### src/rtl/msp_pkg.sv
package msp_pkg;

  typedef enum logic [4:0] {
    ST_IDLE,
    ST_SV0,    // read word 0
    ST_SV4,    // capture word 0, read word 4
    ST_SVCAP,  // capture word 4
    ST_A_W0,
    ST_A_W4,
    ST_A_RD,
    ST_A_CMP,
    ST_B_W0,
    ST_B_W4,
    ST_B_RD,
    ST_B_CMP,
    ST_L_CHK,  // compare offset against limit
    ST_L_RDT,  // read test word
    ST_L_FLIP, // write complement to word 0
    ST_L_RD0,  // read word 0
    ST_L_RDX,  // capture word 0, read test word
    ST_L_CMP,  // compare both reads
    ST_RS0,
    ST_RS4,
    ST_DONE
  } st_e;

endpackage

### src/rtl/msp_ctrl.sv
module msp_ctrl
  import msp_pkg::*;
(
  input  logic clk,
  input  logic rst_n,
  input  logic start_i,
  input  logic pres_fail,
  input  logic limit_hit,
  input  logic wrap_hit,
  output st_e  state
);

  st_e nxt;

  always_comb begin
    nxt = state;
    unique case (state)
      ST_IDLE:   if (start_i) nxt = ST_SV0;
      ST_SV0:    nxt = ST_SV4;
      ST_SV4:    nxt = ST_SVCAP;
      ST_SVCAP:  nxt = ST_A_W0;
      ST_A_W0:   nxt = ST_A_W4;
      ST_A_W4:   nxt = ST_A_RD;
      ST_A_RD:   nxt = ST_A_CMP;
      ST_A_CMP:  nxt = pres_fail ? ST_RS0 : ST_B_W0;
      ST_B_W0:   nxt = ST_B_W4;
      ST_B_W4:   nxt = ST_B_RD;
      ST_B_RD:   nxt = ST_B_CMP;
      ST_B_CMP:  nxt = pres_fail ? ST_RS0 : ST_L_CHK;
      ST_L_CHK:  nxt = limit_hit ? ST_RS0 : ST_L_RDT;
      ST_L_RDT:  nxt = ST_L_FLIP;
      ST_L_FLIP: nxt = ST_L_RD0;
      ST_L_RD0:  nxt = ST_L_RDX;
      ST_L_RDX:  nxt = ST_L_CMP;
      ST_L_CMP:  nxt = wrap_hit ? ST_RS0 : ST_L_CHK;
      ST_RS0:    nxt = ST_RS4;
      ST_RS4:    nxt = ST_DONE;
      ST_DONE:   nxt = ST_IDLE;
      default:   nxt = ST_IDLE;
    endcase
  end

  always_ff @(posedge clk) begin
    if (!rst_n) state <= ST_IDLE;
    else        state <= nxt;
  end

endmodule

### src/rtl/msp_step.sv
module msp_step
  import msp_pkg::*;
#(
  parameter int ADDR_W = 32
) (
  input  logic              clk,
  input  logic              rst_n,
  input  st_e               state,
  input  logic              start_i,
  input  logic [ADDR_W-1:0] max_size_i,
  input  logic              pres_fail,
  input  logic              wrap_hit,
  output logic              limit_hit,
  output logic [ADDR_W-1:0] ofs_addr,
  output logic [ADDR_W-1:0] max_q,
  output logic [ADDR_W-1:0] size_q
);

  // one spare bit so doubling never wraps to zero
  localparam int OFS_W = ADDR_W + 1;
  localparam logic [OFS_W-1:0] OFS_FIRST = OFS_W'(4);

  logic [OFS_W-1:0] ofs_q;

  function automatic logic [OFS_W-1:0] next_ofs(input logic [OFS_W-1:0] o);
    return {o[OFS_W-2:0], 1'b0};
  endfunction

  function automatic logic reached(input logic [OFS_W-1:0] o,
                                   input logic [ADDR_W-1:0] lim);
    return o >= {1'b0, lim};
  endfunction

  logic start_acc;
  assign start_acc = (state == ST_IDLE) && start_i;
  assign limit_hit = (state == ST_L_CHK) && reached(ofs_q, max_q);
  assign ofs_addr  = ofs_q[ADDR_W-1:0];

  always_ff @(posedge clk) begin
    if (!rst_n) begin
      ofs_q  <= OFS_FIRST;
      max_q  <= '0;
      size_q <= '0;
    end else begin
      if (start_acc) begin
        ofs_q <= OFS_FIRST;
        max_q <= max_size_i;
      end else if ((state == ST_L_CMP) && !wrap_hit) begin
        ofs_q <= next_ofs(ofs_q);
      end
      if (pres_fail)      size_q <= '0;
      else if (limit_hit) size_q <= max_q;
      else if (wrap_hit)  size_q <= ofs_q[ADDR_W-1:0];
    end
  end

endmodule

### src/rtl/msp_bus.sv
module msp_bus
  import msp_pkg::*;
#(
  parameter int ADDR_W = 32,
  parameter int DATA_W = 32
) (
  input  logic              clk,
  input  logic              rst_n,
  input  st_e               state,
  input  logic [ADDR_W-1:0] ofs_addr,
  input  logic [DATA_W-1:0] mem_rdata_i,
  output logic [ADDR_W-1:0] mem_addr_o,
  output logic [DATA_W-1:0] mem_wdata_o,
  output logic              mem_we_o,
  output logic              mem_re_o,
  output logic              pres_fail,
  output logic              wrap_hit
);

  localparam int Q = DATA_W / 4;
  // upper half 0101..., lower half 1010...
  localparam logic [DATA_W-1:0] PAT_A = {{Q{2'b01}}, {Q{2'b10}}};
  localparam logic [DATA_W-1:0] PAT_B = ~PAT_A;
  localparam logic [ADDR_W-1:0] ADR_W1 = ADDR_W'(4);

  logic [DATA_W-1:0] save0_q, save1_q, a0_q;

  function automatic logic [DATA_W-1:0] flip(input logic [DATA_W-1:0] d);
    return ~d;
  endfunction

  always_comb begin
    mem_addr_o  = '0;
    mem_wdata_o = '0;
    mem_we_o    = 1'b0;
    mem_re_o    = 1'b0;
    unique case (state)
      ST_SV0:    mem_re_o = 1'b1;
      ST_SV4:    begin mem_re_o = 1'b1; mem_addr_o = ADR_W1; end
      ST_A_W0:   begin mem_we_o = 1'b1; mem_wdata_o = PAT_A; end
      ST_A_W4:   begin mem_we_o = 1'b1; mem_wdata_o = PAT_B; mem_addr_o = ADR_W1; end
      ST_A_RD:   mem_re_o = 1'b1;
      ST_B_W0:   begin mem_we_o = 1'b1; mem_wdata_o = PAT_B; end
      ST_B_W4:   begin mem_we_o = 1'b1; mem_wdata_o = PAT_A; mem_addr_o = ADR_W1; end
      ST_B_RD:   mem_re_o = 1'b1;
      ST_L_RDT:  begin mem_re_o = 1'b1; mem_addr_o = ofs_addr; end
      ST_L_FLIP: begin mem_we_o = 1'b1; mem_wdata_o = flip(mem_rdata_i); end
      ST_L_RD0:  mem_re_o = 1'b1;
      ST_L_RDX:  begin mem_re_o = 1'b1; mem_addr_o = ofs_addr; end
      ST_RS0:    begin mem_we_o = 1'b1; mem_wdata_o = save0_q; end
      ST_RS4:    begin mem_we_o = 1'b1; mem_wdata_o = save1_q; mem_addr_o = ADR_W1; end
      default:   ;
    endcase
  end

  assign pres_fail = ((state == ST_A_CMP) && (mem_rdata_i != PAT_A)) ||
                     ((state == ST_B_CMP) && (mem_rdata_i != PAT_B));
  assign wrap_hit  = (state == ST_L_CMP) && (a0_q == mem_rdata_i);

  always_ff @(posedge clk) begin
    if (!rst_n) begin
      save0_q <= '0;
      save1_q <= '0;
      a0_q    <= '0;
    end else begin
      if (state == ST_SV4)   save0_q <= mem_rdata_i;
      if (state == ST_SVCAP) save1_q <= mem_rdata_i;
      if (state == ST_L_RDX) a0_q    <= mem_rdata_i;
    end
  end

endmodule

### src/rtl/memsize_probe.sv
module memsize_probe
  import msp_pkg::*;
#(
  parameter int ADDR_W = 32,
  parameter int DATA_W = 32
) (
  input  logic              clk,
  input  logic              rst_n,
  input  logic              start_i,
  input  logic [ADDR_W-1:0] max_size_i,
  output logic              busy_o,
  output logic              done_o,
  output logic [ADDR_W-1:0] size_o,
  output logic [ADDR_W-1:0] mem_addr_o,
  output logic [DATA_W-1:0] mem_wdata_o,
  output logic              mem_we_o,
  output logic              mem_re_o,
  input  logic [DATA_W-1:0] mem_rdata_i
);

  st_e               state;
  logic              pres_fail;
  logic              limit_hit;
  logic              wrap_hit;
  logic [ADDR_W-1:0] ofs_addr;
  logic [ADDR_W-1:0] max_q;
  logic [ADDR_W-1:0] size_q;

  msp_ctrl u_ctrl (
    .clk       (clk),
    .rst_n     (rst_n),
    .start_i   (start_i),
    .pres_fail (pres_fail),
    .limit_hit (limit_hit),
    .wrap_hit  (wrap_hit),
    .state     (state)
  );

  msp_step #(.ADDR_W(ADDR_W)) u_step (
    .clk        (clk),
    .rst_n      (rst_n),
    .state      (state),
    .start_i    (start_i),
    .max_size_i (max_size_i),
    .pres_fail  (pres_fail),
    .wrap_hit   (wrap_hit),
    .limit_hit  (limit_hit),
    .ofs_addr   (ofs_addr),
    .max_q      (max_q),
    .size_q     (size_q)
  );

  msp_bus #(.ADDR_W(ADDR_W), .DATA_W(DATA_W)) u_bus (
    .clk         (clk),
    .rst_n       (rst_n),
    .state       (state),
    .ofs_addr    (ofs_addr),
    .mem_rdata_i (mem_rdata_i),
    .mem_addr_o  (mem_addr_o),
    .mem_wdata_o (mem_wdata_o),
    .mem_we_o    (mem_we_o),
    .mem_re_o    (mem_re_o),
    .pres_fail   (pres_fail),
    .wrap_hit    (wrap_hit)
  );

  assign busy_o = (state != ST_IDLE);
  assign done_o = (state == ST_DONE);
  assign size_o = size_q;

endmodule

### config.mk
export PLATFORM = sky130hd
export DESIGN_NAME = memsize_probe
export DESIGN_NICKNAME = d
export VERILOG_FILES = /design/src/rtl/msp_pkg.sv /design/src/rtl/msp_ctrl.sv /design/src/rtl/msp_step.sv /design/src/rtl/msp_bus.sv /design/src/rtl/memsize_probe.sv
export SDC_FILE = /design/constraint.sdc
export NUM_CORES = 1
export LEC_CHECK = 0
export BUFFER_PORTS_ARGS = -buffer_cell sky130_fd_sc_hd__buf_2
export CORE_MARGIN = 5
export CORE_UTILIZATION = 28
export CTS_CLUSTER_DIAMETER = 200
export DETAILED_ROUTE_END_ITERATION = 16
export GPL_TIMING_DRIVEN = 0
export HOLD_SLACK_MARGIN = 0.05
export PLACE_DENSITY_LB_ADDON = 0.08
export SLEW_MARGIN = 10
export SYNTH_ARGS = -nofsm -noshare
export SYNTH_HDL_FRONTEND = slang
export SYNTH_SLANG_ARGS = --single-unit
### constraint.sdc
create_clock -name clk -period 2.1 [get_ports clk]
set_clock_uncertainty 0.15 [all_clocks]
set_input_delay 0.105 -clock clk [delete_from_list [all_inputs] [get_ports clk]]
set_output_delay 0.105 -clock clk [all_outputs]
set_load 0.03 [all_outputs]
==> results.txt, run 1 <==
status: finished, violations left
failing checks: negative setup slack
Netlist Area Pre-Place: 9760 sq um
starting density of the core: 28.3%
Syn Area/Cell: 8.17 sq um
Seq pwr share: 43.8%
MaxCap Viol Count: 0
synth warn: 0
area of the core: 34,500 sq um
top cells by area, synth: dfxtp_1, nand2_1, a21oi_1, mux2i_1, ha_1
HP Start: mem_rdata_i[18]
grt total ovfl: 0
commonest non-fill, non-tap cell in the layout: nand2_1
cells after synthesis: 1,194
R2R setup slack: -550 ps
RSZ-0062 raised after global routing: true
Leak: 5.46 nW
Crit Path Category: reg -> reg
power per cell area: 583 nW/um^2
r2r worst-path depth: 9
Cell Chain, Critical Path: inv_4 > ha_4 > nand4_1 > nor4_4 > nand4_1 > o22a_4 > clkbuf_8 > a2111oi_2 > a211oi_1
CP max stage cell: a2111oi_2
GP Congestion: 0.813
crit-path max FO: 10
ratio of cells with drive above 1 in the final layout: 33.4%
H-tree Lvls: 4
Finished Core Util: 44.1%
crit path launch: u_step.max_q[19]$_SDFFE_PN0P_
cell-internal power: 6.32 mW
clock sink total: 196
DR pass1 iterations: 5
Net Switching: 2.54 mW
CP Depth: 9
post-layout min period: 2650 ps
Hold Violations, Final: 0
CTS tree: done
most frequent cells in the layout: nand2_1, dfxtp_1, a21oi_1, buf_2, buf_4
vias: 9,975
IO buf count: 159
drt total wl: 43,100 um
WL/cell: 21.7 um
Final period util: 126%
crit-path leading delay family: compound AO/OA/AOI/OAI gates
number of global-route vias before repair: 9,916
Post-DRT Antenna Nets: 0
asr flop ratio synth: 0%
Final setup viols: 131
achievable frequency: 377 MHz
Critical Path End Type: register
fin. max-slew vios: 0
Iteration-0 DRC Markers: 495
reg-to-reg critical path endpoint: u_step.size_q[25]$_SDFFE_PP0P_
gr usage total: 21.2%
die width: 197 um
top_reg_cell synth: dfxtp_1
worst slew pin tran: 1330 ps
clk_lat worst skew: 460 ps
CTS Buf Count: 17
CP peak stage delay: 410 ps
Filler cells: 3,410
total die area: 38,700 sq um
HP Class: in -> reg
Ports: 167
switching part of the total: 28.7%
count of state elements after synthesis: 196
Die H: 197 um
worst reg2reg startpoint: u_step.max_q[19]$_SDFFE_PN0P_
initial antenna violation count: 3
Root Driver: clkbuf_16
# DRC: 0
final setup margin: -555 ps
post-synthesis sequential area ratio: 40.2%
Layout area overhead: 55.9%
Arr. time, crit path: 2840 ps
post-DP HPWL: 27,900 um
area leader, netlist: dfxtp_1
share of the synthesized area in the top cell type: 40.2%
Clk pwr share: 42.6%
standard-cell rows: 68
Comb power frac: 13.6%
Critical Path RT: 2280 ps
slew margin rel.: 11.5%
pin count of the biggest net entering global routing: 19
Bufs and invs on worst path: 2
critical path launch point type: register
Hold Worst Slack: 271 ps
first-pass GRT wire length: 62,500 um
most frequent CP cell: nand4_1
CTS max path bufs: 2
end point of the critical path: u_step.size_q[25]$_SDFFE_PP0P_
worst vdd ir: 0.676 mV
Worst-path clk slew: 80 ps
EDFF count, synth: 0
routed vias/inst: 5.04
Layout Nets: 1,608
Netlist cell types: 57
-- repair_timing --
| action | 4_1_cts | 5_1_grt |
|---|---|---|
| pin swaps | 33 | 45 |
| buffers inserted | 46 | 21 |
| gates cloned | 4 | 6 |
| hold endpoints to repair | 136 | 0 |
| setup endpoints to repair | 260 | 243 |
| gates resized for setup | 357 | 92 |
| hold buffers | 66 | 0 |
-- registers in the layout, indices dropped and copies added, names as in the netlist --
signal         count
u_ctrl.state       5
u_step.size_q     32
u_bus.save1_q     32
u_step.max_q      32
u_bus.save0_q     32
u_bus.a0_q        32
u_step.ofs_q      31
-- worst min path at each step --
stage / to / slack [ps] / cells after the start
after floorplan: u_step.max_q[14]$_SDFFE_PN0P_ / 80 / 2
after global placement: u_step.max_q[25]$_SDFFE_PN0P_ / 210 / 3
after detailed placement: u_step.max_q[26]$_SDFFE_PN0P_ / 210 / 3
after CTS: u_ctrl.state[2]$_SDFFE_PN0P_ / 230 / 7
after global routing: u_step.max_q[11]$_SDFFE_PN0P_ / 280 / 4
final: u_ctrl.state[2]$_SDFFE_PN0P_ / 270 / 7
-- worst register-to-register path: stages, from the launching register on --
cell       delay [ps]
dfxtp_4           380
inv_4              40
ha_4              280
nand4_1           150
nor4_4            390
nand4_1           160
o22a_4            260
clkbuf_8          220
a2111oi_2         420
a211oi_1           90
-- through the flow --
step	setup slack (ps)	power, mW	setup TNS, ps	instance area (sq um)	instances
floorplan	-176	4.47	-5490	10000	1195
global placement	-1240	4.86	-146010	11400	1809
detailed placement	-1180	4.86	-150820	11400	1809
CTS	-533	8.84	-34120	14600	1955
global route	-638	9.17	-45660	15200	1979
finish	-555	8.86	-35920	15200	1981
-- cells by family after synthesis --
group | after synthesis | synth area share, %
AND/OR/NAND/NOR | 429 | 20.2
AO/OA/AOI/OAI | 311 | 20.3
flip-flops | 196 | 40.2
buffers and inverters | 132 | 5.92
multiplexers | 63 | 6.48
XOR/XNOR | 32 | 2.95
adder cells (fa/ha/maj) | 30 | 3.85
other | 1 | 0.0384
-- power groups by stage --
stage	registers [mW]	clock network, mW	logic [mW]
finish	3.88	3.77	1.21
global route	3.89	3.98	1.30
CTS	3.87	3.81	1.16
detailed placement	3.96	0	0.901
global placement	3.96	0	0.899
floorplan	3.94	0	0.538
-- cell usage after synthesis (3+ instances only) --
master	instances
a2111oi_0	30
a211oi_1	37
a21oi_1	145
a22oi_1	31
and2_1	30
and3_1	6
buf_2	20
buf_4	3
clkbuf_1	72
dfxtp_1	196
ha_1	30
inv_1	33
mux2i_1	62
nand2_1	280
nand2b_1	5
nand3_1	7
nand4_1	15
nor2_1	41
nor2b_1	5
nor3_1	7
nor4_2	3
nor4b_1	3
nor4bb_1	12
o211ai_1	32
o21ai_0	15
or3_1	3
xnor2_1	31
-- area by class of cell --
cell class | instances | area, sq um | share of cell area, %
Multi-Input combinational cell | 867 | 6360 | 41.8
Sequential cell | 196 | 3970 | 26.1
Timing Repair Buffer | 300 | 2580 | 17.0
Buffer | 96 | 947 | 6.23
Tap cell | 455 | 569 | 3.74
Clock buffer | 18 | 439 | 2.89
Clock inverter | 14 | 215 | 1.42
Inverter | 33 | 126 | 0.831
Antenna cell | 2 | 5.00 | 0.0329
-- layer usage --
metal / GRT usage, % / wire length [um]
met1: 27.0 / 18600
met2: 36.2 / 21200
met3: 4.27 / 2230
met4: 6.86 / 969
met5: 0 / 21
Note: power is estimated with default switching activity, not from simulation.
==> run 2: changes to the inputs <==
SYNTH_HIERARCHICAL = 1   (was not set)
==> results.txt, run 2 <==
ratio of cells with drive above 1 in the final layout: 39.9% (+6.5 points)
RSZ-0062 raised after global routing: true
Leak: 6.21 nW (+14%)
Die H: 203 um (+3.3%)
HP Class: in -> reg
failing checks: negative setup slack
CTS max path bufs: 2 (unchanged)
top_reg_cell synth: dfxtp_1
cells after synthesis: 1,293 (+8.3%)
Ports: 167 (unchanged)
clk_lat worst skew: 460 ps (about the same)
pin count of the biggest net entering global routing: 17 (-2)
top layer in use: met4
Design Area, Final: 16,000 sq um (+5.1%)
Critical Path RT: 2310 ps (+30 ps)
first-pass GRT wire length: 65,200 um (+4.4%)
met1 wire length: 22,100 um (+18%)
fin. max-slew vios: 0 (unchanged)
GP Congestion: 0.791 (-2.8%)
footprint of the multi-input gates: 6740 sq um (+6.0%)
total die area: 41,300 sq um (+6.7%)
most frequent cells in the layout: nand2_1, dfxtp_1, buf_2, buf_6, a21boi_0
Netlist Area Pre-Place: 10,400 sq um (+7.1%)
Final period util: 135% (+8.6 points)
Antenna Cells: 0 (-2)
slew margin rel.: 45.9% (+34 points)
post-layout min period: 2830 ps (+180 ps)
standard-cell rows: 70 (+2.9%)
Filler cells: 3,631 (+6.5%)
area of the core: 36,700 sq um (+6.5%)
H-tree Lvls: 4 (unchanged)
share of the synthesized area in the top cell type: 37.6% (-2.7 points)
CTS tree: done
routed vias/inst: 4.96 (-1.5%)
Hold Violations, Final: 0 (unchanged)
post-DP HPWL: 28,000 um (+0.32%)
Root Driver: clkbuf_16
CTS Buf Count: 17 (unchanged)
area leader, netlist: dfxtp_1
critical path launch point type: register
final setup margin: -735 ps (-180 ps)
number of global-route vias before repair: 10,200 (+2.6%)
Crit Path Category: reg -> reg
post-synthesis sequential area ratio: 37.6% (-2.7 points)
grt total ovfl: 0 (unchanged)
WL/cell: 20.9 um (-3.9%)
die width: 203 um (+3.3%)
top cells by area, synth: dfxtp_1, nand2_1, a21boi_0, ha_1, mux2_2
Post-DRT Antenna Nets: 0 (unchanged)
Syn Area/Cell: 8.08 sq um (-1.1%)
Layout Nets: 1,716 (+6.7%)
synth warn: 6 (+6)
Layout area overhead: 53.0%
Iteration-0 DRC Markers: 778 (+57%)
Critical Path End Type: register
count leader, synth: nand2_1
achievable frequency: 353 MHz (-6.4%)
worst vdd ir: 0.536 mV (-21%)
Arr. time, crit path: 3050 ps (+210 ps)
met3 WL post-DR: 2200 um (-0.99%)
asr flop ratio synth: 0% (unchanged)
setup tns final: -50,050 ps (-14,130 ps)
clock sink total: 196 (unchanged)
crit-path max FO: 3 (-7)
Netlist cell types: 75 (+32%)
IO buf count: 164 (+3.1%)
drt total wl: 43,800 um (+1.8%)
met2 wire len: 19,200 um (-9.4%)
Placed Area: 11,900 sq um (+4.6%)
synth cell count leaders: nand2_1, dfxtp_1, a21boi_0
worst slew pin tran: 812 ps (-516 ps)
DR pass1 iterations: 5 (unchanged)
commonest non-fill, non-tap cell in the layout: nand2_1
Worst-path clk slew: 80 ps (about the same)
Final setup viols: 131 (unchanged)
gr usage total: 20.7% (-0.52 points)
count of state elements after synthesis: 196 (unchanged)
EDFF count, synth: 0 (unchanged)
Register Area: 3990 sq um (+0.57%)
vias: 10,400 (+4.4%)
status: finished, violations left
starting density of the core: 28.5% (+0.15 points)
MaxCap Viol Count: 0 (unchanged)
# DRC: 0 (unchanged)
power per cell area: 540 nW/um^2 (-7.4%)
initial antenna violation count: 2 (-1)
run 2: changes by cell type after synthesis, sizes merged, moves of 32 or more:
cell    delta
buf       +35
a21boi   +127
nand2    +108
a21oi    -100
a211oi    -32
run 2: stage by stage:
stage / worst slack [ps] / power, mW / utilization (%) / hold WS (ps) / std cells
5_1_grt: -871 / 8.96 / 43.6 / 80.0 / 2099
3_3_place_gp: -1270 / 4.79 / 32.5 / 203 / 1926
4_1_cts: -731 / 8.64 / 42.1 / 53.5 / 2089
3_5_place_dp: -1270 / 4.79 / 32.5 / 212 / 1926
6_report: -735 / 8.62 / 43.6 / 74.3 / 2099
2_1_floorplan: -600 / 4.41 / - / 89.8 / 1294
run 2: where the power goes:
part	switching [mW]	internal, mW
Sequential	0.0688	3.80
Clock	1.58	2.03
Combinational	0.701	0.452
Total	2.35	6.28
run 2: path summary, 6_finish.rpt:
| path | from | depth (start not counted) | end | slack, ps |
|---|---|---|---|---|
| worst min-delay path | rst_n | 3 | u_ctrl/state[1]$_SDFFE_PN0P_ | 70 |
| worst min register to register | u_bus/save1_q[17]$_SDFFE_PN0N_ | 2 | u_bus/save1_q[17]$_SDFFE_PN0N_ | 310 |
| worst max register to register | u_step/max_q[24]$_SDFFE_PN0P_ | 11 | u_ctrl/state[4]$_SDFFE_PN0P_ | -730 |
| worst max-delay path | u_step/max_q[24]$_SDFFE_PN0P_ | 11 | u_ctrl/state[4]$_SDFFE_PN0P_ | -730 |
run 2: kinds of logic after synthesis:
group	Yosys count	share of synthesized area, %
compound gates	286	19.9
buf+inv	163	7.65
fa+ha+maj	30	3.59
mux	62	6.30
other cells	1	0.0359
flops	196	37.6
simple gates	531	22.9
xor+xnor	24	2.01
run 2: final cells by class:
class,instances,area share [%]
Multi-Input combinational cell,935,42.2
Sequential cell,196,25.0
Timing Repair Buffer,312,17.8
Buffer,113,6.43
Tap cell,468,3.66
Clock buffer,19,2.77
Clock inverter,12,1.10
Inverter,44,1.06
run 2: what timing repair did:
| action | CTS | global route |
|---|---|---|
| pin swaps | 77 | 64 |
| resized for setup | 470 | 175 |
| hold endpoints to repair | 132 | 0 |
| setup buffers | 55 | 15 |
| setup endpoints to repair | 230 | 239 |
| gates cloned | 15 | 2 |
| hold buffers | 66 | 0 |
run 2: critical path: stages (launching register included):
cell and delay, ps:
dfxtp_1 360, inv_1 80, ha_4 280, nand4_1 180
nor3_4 330, o31ai_4 130, a211oi_4 270, buf_6 150
or3b_4 390, o22ai_2 140, a41oi_2 70, a31oi_1 220
run 2: routing by layer:
| layer | GRT usage, % | vias to the layer above |
|---|---|---|
| met3 | 3.83 | 23 |
| li1 | - | 5052 |
| met2 | 31.5 | 254 |
| met5 | 0 | - |
| met1 | 31.0 | 5083 |
| met4 | 3.37 | 0 |
==> run 3: changes to the inputs <==
ABC_AREA = 1   (was not set)
CTS_CLUSTER_DIAMETER = not set   (was 200)
==> results.txt, run 3 <==
status: finished, violations left
failing checks: negative setup slack
footprint of the multi-input gates: 5920 sq um (-12%)
DP Cell Count: 2,207 (+15%)
Critical Path End Type: output port
pin count of the biggest net entering global routing: 19 (+2)
synth warn: 6 (unchanged)
first-pass GRT wire length: 67,200 um (+3.0%)
top cells by area, synth: dfxtp_1, nand2_1, a21oi_1, o21ai_0, inv_1
total die area: 41,000 sq um (-0.55%)
grt total ovfl: 0 (unchanged)
end point of the critical path: mem_we_o
r2r worst-path depth: 13 (+2)
routed vias/inst: 4.86 (-2.1%)
final setup margin: -217 ps (+517 ps)
post-synthesis sequential area ratio: 37.8% (+0.22 points)
# DRC: 0 (unchanged)
Finished Core Util: 43.2% (-0.33 points)
Leak: 6.88 nW (+11%)
fin. max-slew vios: 0 (unchanged)
ratio of cells with drive above 1 in the final layout: 32.9% (-7.0 points)
synth cell count leaders: nand2_1, a21oi_1, inv_1
share of the synthesized area in the top cell type: 37.8% (+0.22 points)
MaxCap Viol Count: 0 (unchanged)
HP Class: in -> reg
gr usage total: 21.1% (+0.38 points)
post-layout min period: 2320 ps (-517 ps)
starting density of the core: 28.4% (-0.096 points)
most frequent cells in the layout: nand2_1, a21oi_1, inv_1, dfxtp_1, o21ai_0
worst slew pin tran: 658 ps (-154 ps)
clk_lat worst skew: 460 ps (about the same)
CP peak stage delay: 380 ps (about the same)
Antenna Cells: 0 (unchanged)
area of the core: 36,600 sq um (-0.24%)
die width: 203 um (-0.28%)
Die H: 203 um (-0.28%)
Placed Area: 11,800 sq um (-1.0%)
standard-cell rows: 70 (unchanged)
CP max stage cell: dfxtp_4
total power: 9.36 mW (+8.5%)
Register Area: 4030 sq um (+0.94%)
asr flop ratio synth: 0% (unchanged)
RSZ-0062 raised after global routing: true
Worst-path clk slew: 80 ps (about the same)
Filler cells: 3,885 (+7.0%)
Critical Path RT: 1850 ps (-460 ps)
worst vdd ir: 0.619 mV (+16%)
achievable frequency: 432 MHz (+22%)
Syn Area/Cell: 6.60 sq um (-18%)
worst reg2reg startpoint: u_ctrl/state[0]$_SDFFE_PN0P_
Post-DRT Antenna Nets: 0 (unchanged)
crit path launch: u_ctrl/state[0]$_SDFFE_PN0P_
vias: 11,700 (+12%)
final std cells w/o fill: 2,405 (+15%)
H-tree Lvls: 4 (unchanged)
crit-path max FO: 7 (+4)
Crit Path Category: reg -> out
CTS Buf Count: 17 (unchanged)
commonest non-fill, non-tap cell in the layout: nand2_1
EDFF count, synth: 0 (unchanged)
slew margin rel.: 56.2% (+10 points)
clock sink total: 196 (unchanged)
GP Congestion: 0.863 (+9.2%)
Final period util: 110% (-25 points)
Iteration-0 DRC Markers: 833 (+7.1%)
CTS max path bufs: 2 (unchanged)
R2R setup slack: -180 ps (+550 ps)
cells after synthesis: 1,574 (+22%)
WL/cell: 18.5 um (-12%)
Final setup viols: 130 (-0.76%)
Cell Chain, Critical Path: buf_12 > inv_8 > nor2_4 > nand3_2 > nand2_4 > buf_6 > nor2_1 > o211ai_1 > buf_4
critical path launch point type: register
DR pass1 iterations: 5 (unchanged)
post-DP HPWL: 30,300 um (+8.3%)
Netlist cell types: 34 (-55%)
top_reg_cell synth: dfxtp_1
drt total wl: 44,400 um (+1.2%)
Ports: 167 (unchanged)
Root Driver: clkbuf_16
Layout Nets: 2,021 (+18%)
initial antenna violation count: 1 (-1)
area leader, netlist: dfxtp_1
Netlist Area Pre-Place: 10,400 sq um (-0.57%)
reg-to-reg critical path endpoint: u_step/ofs_q[29]$_SDFFE_PP0P_
Arr. time, crit path: 2060 ps (-990 ps)
power per cell area: 591 nW/um^2 (+9.6%)
IO buf count: 164 (unchanged)
HP Start: mem_rdata_i[8]
Layout area overhead: 52.3%
count leader, synth: nand2_1
Hold Violations, Final: 0 (unchanged)
number of global-route vias before repair: 11,300 (+11%)
count of state elements after synthesis: 196 (unchanged)
CTS tree: done
Design Area, Final: 15,800 sq um (-1.0%)
## run 3: cell count changes after synthesis, sizes merged, moves of 30 or more
cell    delta
and2      -31
a221o     -32
a21oi    +175
inv      +179
mux2i     -32
nand3     +90
mux2      -30
nor2      +81
o21ai    +123
a21boi   -129
## run 3: routing by layer
metal	track usage (%)	wire [um]	up-vias	part of all wire, %
met3	4.01	2590	40	5.8
met2	33.3	19900	347	45
met4	5.12	699	2	1.6
met1	29.8	21200	5535	48
met5	0	13	-	0.029
li1	-	-	5756	-
## run 3: final cells by class
cell class	instances	area share, %
well taps	468	3.70
flip-flops and latches	196	25.5
clock inverters	15	0.901
plain buffers	109	5.61
inverters	223	5.54
multi-input cells	1039	37.4
repair buffers	338	18.7
clock buffers	17	2.69
## run 3: through the flow
stage	worst slack, ps	setup TNS (ps)	hold slack, ps
floorplan	23.5	0	93.4
global placement	-1250	-124530	239
detailed placement	-1230	-122390	247
CTS	-224	-18310	298
global route	-284	-30010	122
finish	-217	-18050	92.3
## run 3: worst min-delay path by stage
stage | endpoint | slack, ps | cells after the start
final | u_bus/save1_q[8]$_SDFFE_PN0N_ | 90 | 4
after global routing | u_bus/save1_q[8]$_SDFFE_PN0N_ | 120 | 4
after CTS | u_bus/save1_q[9]$_SDFFE_PN0N_ | 300 | 2
after global placement | u_step/max_q[16]$_SDFFE_PN0P_ | 240 | 3
after floorplan | u_step/max_q[2]$_SDFFE_PN0P_ | 90 | 2
after detailed placement | u_step/max_q[18]$_SDFFE_PN0P_ | 250 | 3
## run 3: kinds of logic after synthesis
| kind of cell | Yosys count | synth area share, % |
|---|---|---|
| adders and majority gates | 30 | 3.61 |
| AOI/OAI and AO/OA | 391 | 19.1 |
| and+or+nand+nor | 616 | 25.5 |
| DFF | 196 | 37.8 |
| buffers and inverters | 340 | 14.0 |
| other | 1 | 0.0361 |
## run 3: timing repair
item                       CTS  global route
setup buffers               81            10
pin swaps                   55            48
hold endpoints to repair   133             0
resized for setup          436           118
hold buffers                80             0
cloned                       8             0
setup endpoints to repair  250           189
## run 3: report_power, final
part / internal (mW) / switching, mW / total (mW)
clock: 1.67 / 1.68 / 3.35
sequential: 3.93 / 0.128 / 4.06
combinational: 0.745 / 1.20 / 1.94
## run 3: worst max-delay path: cells and delay by family, from the launching register on
| kind | cells | cell delay [ps] |
|---|---|---|
| buffers and inverters | 4 | 530 |
| AND/OR/NAND/NOR | 4 | 530 |
| flip-flops | 1 | 380 |
| AO/OA/AOI/OAI | 1 | 180 |
